<file path="src/rtl/adcpoll_pkg.sv">
// Shared frame layout and controller state encoding for the polled reader.
// Assumes a fixed 24-bit frame: status, dummy, sign, 17 result bits, 4 pads.
package adcpoll_pkg;
    localparam int FRAME_BITS = 24;
    localparam int STATUS_POS = 23;
    localparam int DUMMY_POS  = 22;
    localparam int SIGN_POS   = 21;
    localparam int MAG_BITS   = 17;
    localparam int MAG_LSB    = 4;
    localparam int PAD_BITS   = 4;

    typedef enum logic [1:0] {
        ST_IDLE = 2'd0,
        ST_POLL = 2'd1,
        ST_GAP  = 2'd2,
        ST_READ = 2'd3
    } poll_state_e;
endpackage

</file>
<file path="src/rtl/adcpoll_sck_div.sv">
// Half-period tick generator for the serial clock.
// Emits a one-cycle tick every HALF_DIV clocks while en is high; restarts
// its count from zero whenever en is low, so the first tick after enabling
// arrives exactly HALF_DIV clocks later.
module adcpoll_sck_div #(
    parameter int HALF_DIV = 4
) (
    input  logic clk,
    input  logic rst_n,
    input  logic en,
    output logic tick
);
    localparam int CW = (HALF_DIV > 1) ? $clog2(HALF_DIV) : 1;
    localparam logic [CW-1:0] LAST = CW'(HALF_DIV - 1);

    logic [CW-1:0] cnt;

    // Count clocks within one SCK half-period.
    always_ff @(posedge clk) begin
        if (!rst_n || !en) begin
            cnt <= '0;
        end else if (cnt == LAST) begin
            cnt <= '0;
        end else begin
            cnt <= cnt + 1'b1;
        end
    end

    assign tick = en && (cnt == LAST);
endmodule

</file>
<file path="src/rtl/adcpoll_unpack.sv">
// Combinational decoder of one received 24-bit frame into its fields.
// Assumes the frame is presented MSB-first as received (bit 23 = status).
module adcpoll_unpack
    import adcpoll_pkg::*;
(
    input  logic [FRAME_BITS-1:0] frame,
    output logic                  status,
    output logic                  sign,
    output logic [MAG_BITS-1:0]   mag,
    output logic                  err
);
    // Split the frame and flag must-be-zero bits that read as one.
    always_comb begin
        status = frame[STATUS_POS];
        sign   = frame[SIGN_POS];
        mag    = frame[MAG_LSB +: MAG_BITS];
        err    = frame[DUMMY_POS] | (|frame[PAD_BITS-1:0]);
    end
endmodule

</file>
<file path="src/rtl/adc_frame_poller.sv">
// Host reader for a converter that reports end of conversion on its data line.
// Polls the status by lowering chip select, waits an idle gap between busy
// polls, then clocks a 24-bit frame in while sending a configuration word.
// Assumes: the converter shifts on SCK falling edges and samples SDI on
// rising edges; CFG_BITS <= 24; sdo_i is already synchronous to clk.
module adc_frame_poller
    import adcpoll_pkg::*;
#(
    parameter int CLK_DIV  = 4,
    parameter int CFG_BITS = 8,
    parameter int IDLE_W   = 8,
    parameter int POLL_W   = 8
) (
    input  logic                clk,
    input  logic                rst_n,
    input  logic                start_i,
    input  logic [CFG_BITS-1:0] cfg_i,
    input  logic                abort_i,
    input  logic [IDLE_W-1:0]   idle_cycles_i,
    input  logic [POLL_W-1:0]   max_polls_i,
    input  logic                sdo_i,
    output logic                sck_o,
    output logic                cs_n_o,
    output logic                sdi_o,
    output logic                busy_o,
    output logic                done_o,
    output logic                timeout_o,
    output logic                aborted_o,
    output logic                status_o,
    output logic                sign_o,
    output logic [MAG_BITS-1:0] mag_o,
    output logic                frame_err_o
);
    localparam int BCW = $clog2(FRAME_BITS + 1);
    localparam logic [BCW-1:0] LAST_CLK = BCW'(FRAME_BITS - 1);
    localparam int SHW = FRAME_BITS - 1;

    poll_state_e           state;
    logic [POLL_W-1:0]     poll_cnt;
    logic [IDLE_W-1:0]     gap_cnt;
    logic [BCW-1:0]        clk_cnt;
    logic [CFG_BITS-1:0]   cfg_q;
    logic [CFG_BITS-1:0]   cfg_sh;
    logic [SHW-1:0]        rx_sh;
    logic                  stat_q;
    logic                  sck_q;
    logic                  sdi_q;
    logic                  tick;
    logic                  budget_spent;
    logic                  dec_status, dec_sign, dec_err;
    logic [MAG_BITS-1:0]   dec_mag;

    adcpoll_sck_div #(.HALF_DIV(CLK_DIV)) u_div (
        .clk  (clk),
        .rst_n(rst_n),
        .en   ((state == ST_POLL) || (state == ST_READ)),
        .tick (tick)
    );

    adcpoll_unpack u_unpack (
        .frame (({stat_q, rx_sh})),
        .status(dec_status),
        .sign  (dec_sign),
        .mag   (dec_mag),
        .err   (dec_err)
    );

    // Decide whether the poll now ending uses up the budget.
    always_comb begin
        budget_spent = ({1'b0, poll_cnt} + 1'b1) >= {1'b0, max_polls_i};
    end

    // Sequence polls, gaps and the frame read; produce strobes and results.
    always_ff @(posedge clk) begin
        if (!rst_n) begin
            state       <= ST_IDLE;
            poll_cnt    <= '0;
            gap_cnt     <= '0;
            clk_cnt     <= '0;
            cfg_q       <= '0;
            cfg_sh      <= '0;
            rx_sh       <= '0;
            stat_q      <= 1'b0;
            sck_q       <= 1'b0;
            sdi_q       <= 1'b0;
            done_o      <= 1'b0;
            timeout_o   <= 1'b0;
            aborted_o   <= 1'b0;
            status_o    <= 1'b0;
            sign_o      <= 1'b0;
            mag_o       <= '0;
            frame_err_o <= 1'b0;
        end else begin
            done_o    <= 1'b0;
            timeout_o <= 1'b0;
            aborted_o <= 1'b0;
            if (state != ST_IDLE && abort_i) begin
                state     <= ST_IDLE;
                sck_q     <= 1'b0;
                sdi_q     <= 1'b0;
                aborted_o <= 1'b1;
            end else begin
                case (state)
                    ST_IDLE: begin
                        if (start_i) begin
                            cfg_q    <= cfg_i;
                            poll_cnt <= '0;
                            state    <= ST_POLL;
                        end
                    end
                    ST_POLL: begin
                        if (tick) begin
                            stat_q <= sdo_i;
                            if (!sdo_i) begin
                                state   <= ST_READ;
                                clk_cnt <= '0;
                                sck_q   <= 1'b0;
                                sdi_q   <= cfg_q[CFG_BITS-1];
                                cfg_sh  <= cfg_q << 1;
                            end else if (budget_spent) begin
                                state     <= ST_IDLE;
                                timeout_o <= 1'b1;
                            end else begin
                                poll_cnt <= poll_cnt + 1'b1;
                                gap_cnt  <= '0;
                                state    <= ST_GAP;
                            end
                        end
                    end
                    ST_GAP: begin
                        if (gap_cnt == idle_cycles_i) begin
                            state <= ST_POLL;
                        end else begin
                            gap_cnt <= gap_cnt + 1'b1;
                        end
                    end
                    ST_READ: begin
                        if (tick) begin
                            if (!sck_q) begin
                                if (clk_cnt != '0) begin
                                    rx_sh <= {rx_sh[SHW-2:0], sdo_i};
                                end
                                sck_q <= 1'b1;
                            end else begin
                                sck_q   <= 1'b0;
                                clk_cnt <= clk_cnt + 1'b1;
                                if (clk_cnt == LAST_CLK) begin
                                    state       <= ST_IDLE;
                                    sdi_q       <= 1'b0;
                                    done_o      <= 1'b1;
                                    status_o    <= dec_status;
                                    sign_o      <= dec_sign;
                                    mag_o       <= dec_mag;
                                    frame_err_o <= dec_err;
                                end else begin
                                    sdi_q  <= cfg_sh[CFG_BITS-1];
                                    cfg_sh <= cfg_sh << 1;
                                end
                            end
                        end
                    end
                    default: state <= ST_IDLE;
                endcase
            end
        end
    end

    assign sck_o  = sck_q;
    assign sdi_o  = sdi_q;
    assign cs_n_o = !((state == ST_POLL) || (state == ST_READ));
    assign busy_o = (state != ST_IDLE);
endmodule

</file>
<file path="config.mk">
export PLATFORM = sky130hd
export DESIGN_NAME = adc_frame_poller
export DESIGN_NICKNAME = d
export VERILOG_FILES = /design/src/rtl/adcpoll_pkg.sv /design/src/rtl/adcpoll_sck_div.sv /design/src/rtl/adcpoll_unpack.sv /design/src/rtl/adc_frame_poller.sv
export SDC_FILE = /design/constraint.sdc
export NUM_CORES = 1
export LEC_CHECK = 0
export BUFFER_PORTS_ARGS = -buffer_cell sky130_fd_sc_hd__buf_2
export CORE_MARGIN = 2
export CORE_UTILIZATION = 50
export DETAILED_ROUTE_END_ITERATION = 10
export HOLD_SLACK_MARGIN = 0.1
export PLACE_DENSITY = 0.71
export SLEW_MARGIN = 20
export SYNTH_ARGS = -nofsm -noshare
export SYNTH_HDL_FRONTEND = slang
export SYNTH_SLANG_ARGS = --single-unit
</file>
<file path="constraint.sdc">
create_clock -name clk -period 8.4 [get_ports clk]
set_input_delay 0 -clock clk [delete_from_list [all_inputs] [get_ports clk]]
set_output_delay 0 -clock clk [all_outputs]
set_load 0.03 [all_outputs]
</file>
==> key figures <==
Route
  – Detailed-route wire length: 8320 um
  – # DRC: 0
  – Drt via density: 5.34
  – Avg WL per Cell: 13.2 um
  – Routed Antenna Nets: 0
  – First-pass DRT Iterations: 4
  – Initial DRC count: 131
  – DR vias: 3373

Run status
  – Outcome: finished, final reports clean

Setup path
  – Largest delay share family, worst path: compound AO/OA/AOI/OAI gates
  – Critical path peak fanout: 14
  – Type of element capturing the critical path: register
  – Worst Path Arrival: 3.29 ns
  – CP peak stage delay: 0.42 ns
  – CP Buf/Inv Count: 0
  – Worst-path cell chain: and3_1 -> nand3_1 -> nor2_1 -> xor2_1 -> ha_1 -> and3_1 -> a221o_1 -> a31oi_1 -> a21o_1 -> o21ai_0 -> a21o_1
  – Crit start category: register
  – CP max-delay cell: dfxtp_1
  – CP required: 8.67 ns
  – Critical path type: register to register

Power
  – Seq pwr share: 0.567
  – Leak Pwr: 1.82 nW
  – Worst vdd ir: 0.134 mV
  – Power Density: 164 mW/mm^2
  – Share of total power in the clock network: 0.380
  – Pint: 0.557 mW
  – NetSw: 0.199 mW
  – Combinational fraction of design power: 0.054
  – Switch share: 0.263

Clock tree
  – Cts bufs inserted: 9
  – Clock-pin slew on the worst setup and hold paths: 0.10 ns
  – CTS sink count: 89
  – Clock buffer depth: 2
  – CTS tree: yes
  – CTS root buf: clkbuf_8
  – Worst-Skew Late Latency: 0.37 ns
  – Cts repair resizes: 0
  – H-tree level count: 3

Final layout
  – Fill cells: 693
  – Layout Nets: 567
  – Layout cells sized above 1: 0.162
  – Non-filler instance count after layout: 632
  – Area grow syn2layout: 16.5%
  – Antenna cells: 0

Yosys
  – Sequential fraction of the synthesis area: 0.452
  – Syn_area_per_cell: 8.48 sq um
  – Syn nets: 507
  – Cells after Synth: 465
  – Flops & latches, synth: 89
  – Number of synthesized flops with an enable pin: 0
  – Most common flop cell mapped by yosys: dfxtp_1
  – Syn Std Cell Area: 0.00394 sq mm
  – Synth warn: 0
  – Post-synth cell types: 48
  – Synth async-reset ratio: 0

Timing
  – WHS: 0.231 ns
  – Fin Setup TNS: 0 ns
  – Final Skew: 0.0138 ns
  – Slew headroom: 0.484
  – Final Hold Viols: 0
  – Tmin final: 3.01 ns
  – RSZ-0062 raised after global routing: false
  – Worst slew pin tran: 0.772 ns
  – Final worst-path cycle share: 0.359
  – Fmax: 332 MHz
  – Slew Viols, Final: 0
  – Final setup fails: 0

Global route
  – Global-route wire length before repair: 14200 um
  – Overflow after GRT: 0
  – Total GRT Usage: 0.203
  – Vias in the first global route: 3184
  – Initial antenna violation count: 0
  – Pin count of the biggest net entering global routing: 64

Floorplanning
  – Initial core utilization: 0.513
  – IO Pins: 56
  – Die Ht: 92.8 um
  – Core area: 0.00769 sq mm
  – # rows: 32
  – Die Wd: 92.8 um
  – Die Area: 0.00861 sq mm

Placed design
  – Post-DP HPWL: 5590 um
  – Placer Congestion: 0.849
  – PortBufs: 55
  – Inst Count DP: 602

Min path
  – Type of the tightest min-delay check: primary input to register

Job
  – Max-cap check violation count: 0
tightest hold or removal path, stage by stage:
cell and delay (ns):
buf_2 0.09, xnor2_1 0.05, nand4_1 0.10, nor2_1 0.08, o21ai_0 0.16, a211oi_1 0.07
power by group through the flow:
| stage | clock [mW] | sequential [mW] | combinational [mW] |
|---|---|---|---|
| after floorplan | 0 | 0.436 | 0.0238 |
| after global placement | 0 | 0.438 | 0.0349 |
| after detailed placement | 0 | 0.438 | 0.0358 |
| after CTS | 0.291 | 0.428 | 0.0405 |
| after global routing | 0.306 | 0.429 | 0.0451 |
| final | 0.287 | 0.428 | 0.0404 |
worst paths after layout:
path | startpoint | end | slack (ns) | cells after the start
min reg2reg | u_div.cnt[0] | u_div.cnt[0] | 0.45 | 1
min | idle_cycles_i[6] | state[0] | 0.23 | 6
max | poll_cnt[0] | poll_cnt[5] | 5.39 | 11
max reg2reg | poll_cnt[0] | poll_cnt[5] | 5.39 | 11
logic make-up (layout without fill, tap and decap cells):
family                   after synthesis  in the layout  share of synthesized area
AND/OR/NAND/NOR                      206            206                      0.236
flip-flops                            89             89                      0.452
AO/OA/AOI/OAI                         76             76                      0.125
buffers and inverters                 39            104                     0.0438
multiplexers                          25             25                     0.0638
XOR/XNOR                              17             17                     0.0378
adder cells (fa/ha/maj)               13             13                     0.0413
repair_timing:
item,in CTS,in global routing
hold buffers,14,0
buffers inserted,0,0
endpoints found under the hold margin,19,0
layout make-up:
class	instances	area, sq um	area share
clock buffer	9	124	0.0270
sequential	89	1780	0.388
inverter	16	60.1	0.0131
multi-input combinational	337	1990	0.434
clock inverter	7	70.1	0.0153
tap	102	128	0.0278
timing repair buffer	72	438	0.0953
layer usage:
metal / vias up / global-route usage / part of all wire
li1: 1722 / - / -
met1: 1568 / 0.258 / 0.47
met2: 63 / 0.330 / 0.46
met3: 20 / 0.0382 / 0.037
met4: 0 / 0.102 / 0.026
met5: - / 0 / 0
state kept, by name, indices dropped and copies added (netlist names), 2 cells and up:
register	count
cfg_sh	7
mag_o	17
gap_cnt	8
poll_cnt	8
cfg_q	8
state	2
rx_sh	23
clk_cnt	5
u_div.cnt	2
through the flow:
stage	total power [mW]	util	area [sq um]	worst slack (ns)
final	0.756	0.598	4590	5.39
after detailed placement	0.474	0.554	4260	5.41
after global routing	0.780	0.598	4590	5.14
after global placement	0.473	0.554	4260	5.51
after floorplan	0.460	-	3940	5.76
after CTS	0.760	0.598	4590	5.39
cells in the final DEF (no fill, tap or decap), types with 4 or more instances in the layout:
cell type,count
a21o_1,5
a21oi_1,30
a311oi_1,7
a31o_1,4
and3_1,6
buf_2,55
clkbuf_8,9
dfxtp_1,89
dlygate4sd3_1,14
ha_1,13
inv_1,15
mux2i_1,24
nand2_1,84
nand3_1,24
nand4_1,8
nor2_1,54
nor3_1,7
o21ai_0,9
o31ai_1,6
xnor2_1,12
xor2_1,5
synth_stat cells, drive strengths merged (2+ instances only):
master	count	area (sq um)
a211oi	2	15.0
a21o	5	37.5
a21oi	30	150
a311oi	7	61.3
a31o	7	61.3
a31oi	2	12.5
and2	2	12.5
and3	6	37.5
buf	11	67.6
clkbuf	12	45.0
dfxtp	89	1780
ha	13	163
inv	16	60.1
mux2i	24	240
nand2	84	315
nand2b	3	18.8
nand3	24	120
nand4	8	50.1
nor2	54	203
nor2b	3	18.8
nor3	8	40.0
nor4	2	27.5
o21ai	9	45.0
o22ai	2	12.5
o31ai	6	45.0
or2	4	25.0
or3	3	18.8
xnor2	12	105
xor2	5	43.8
Power figures use the tool's default switching activity.
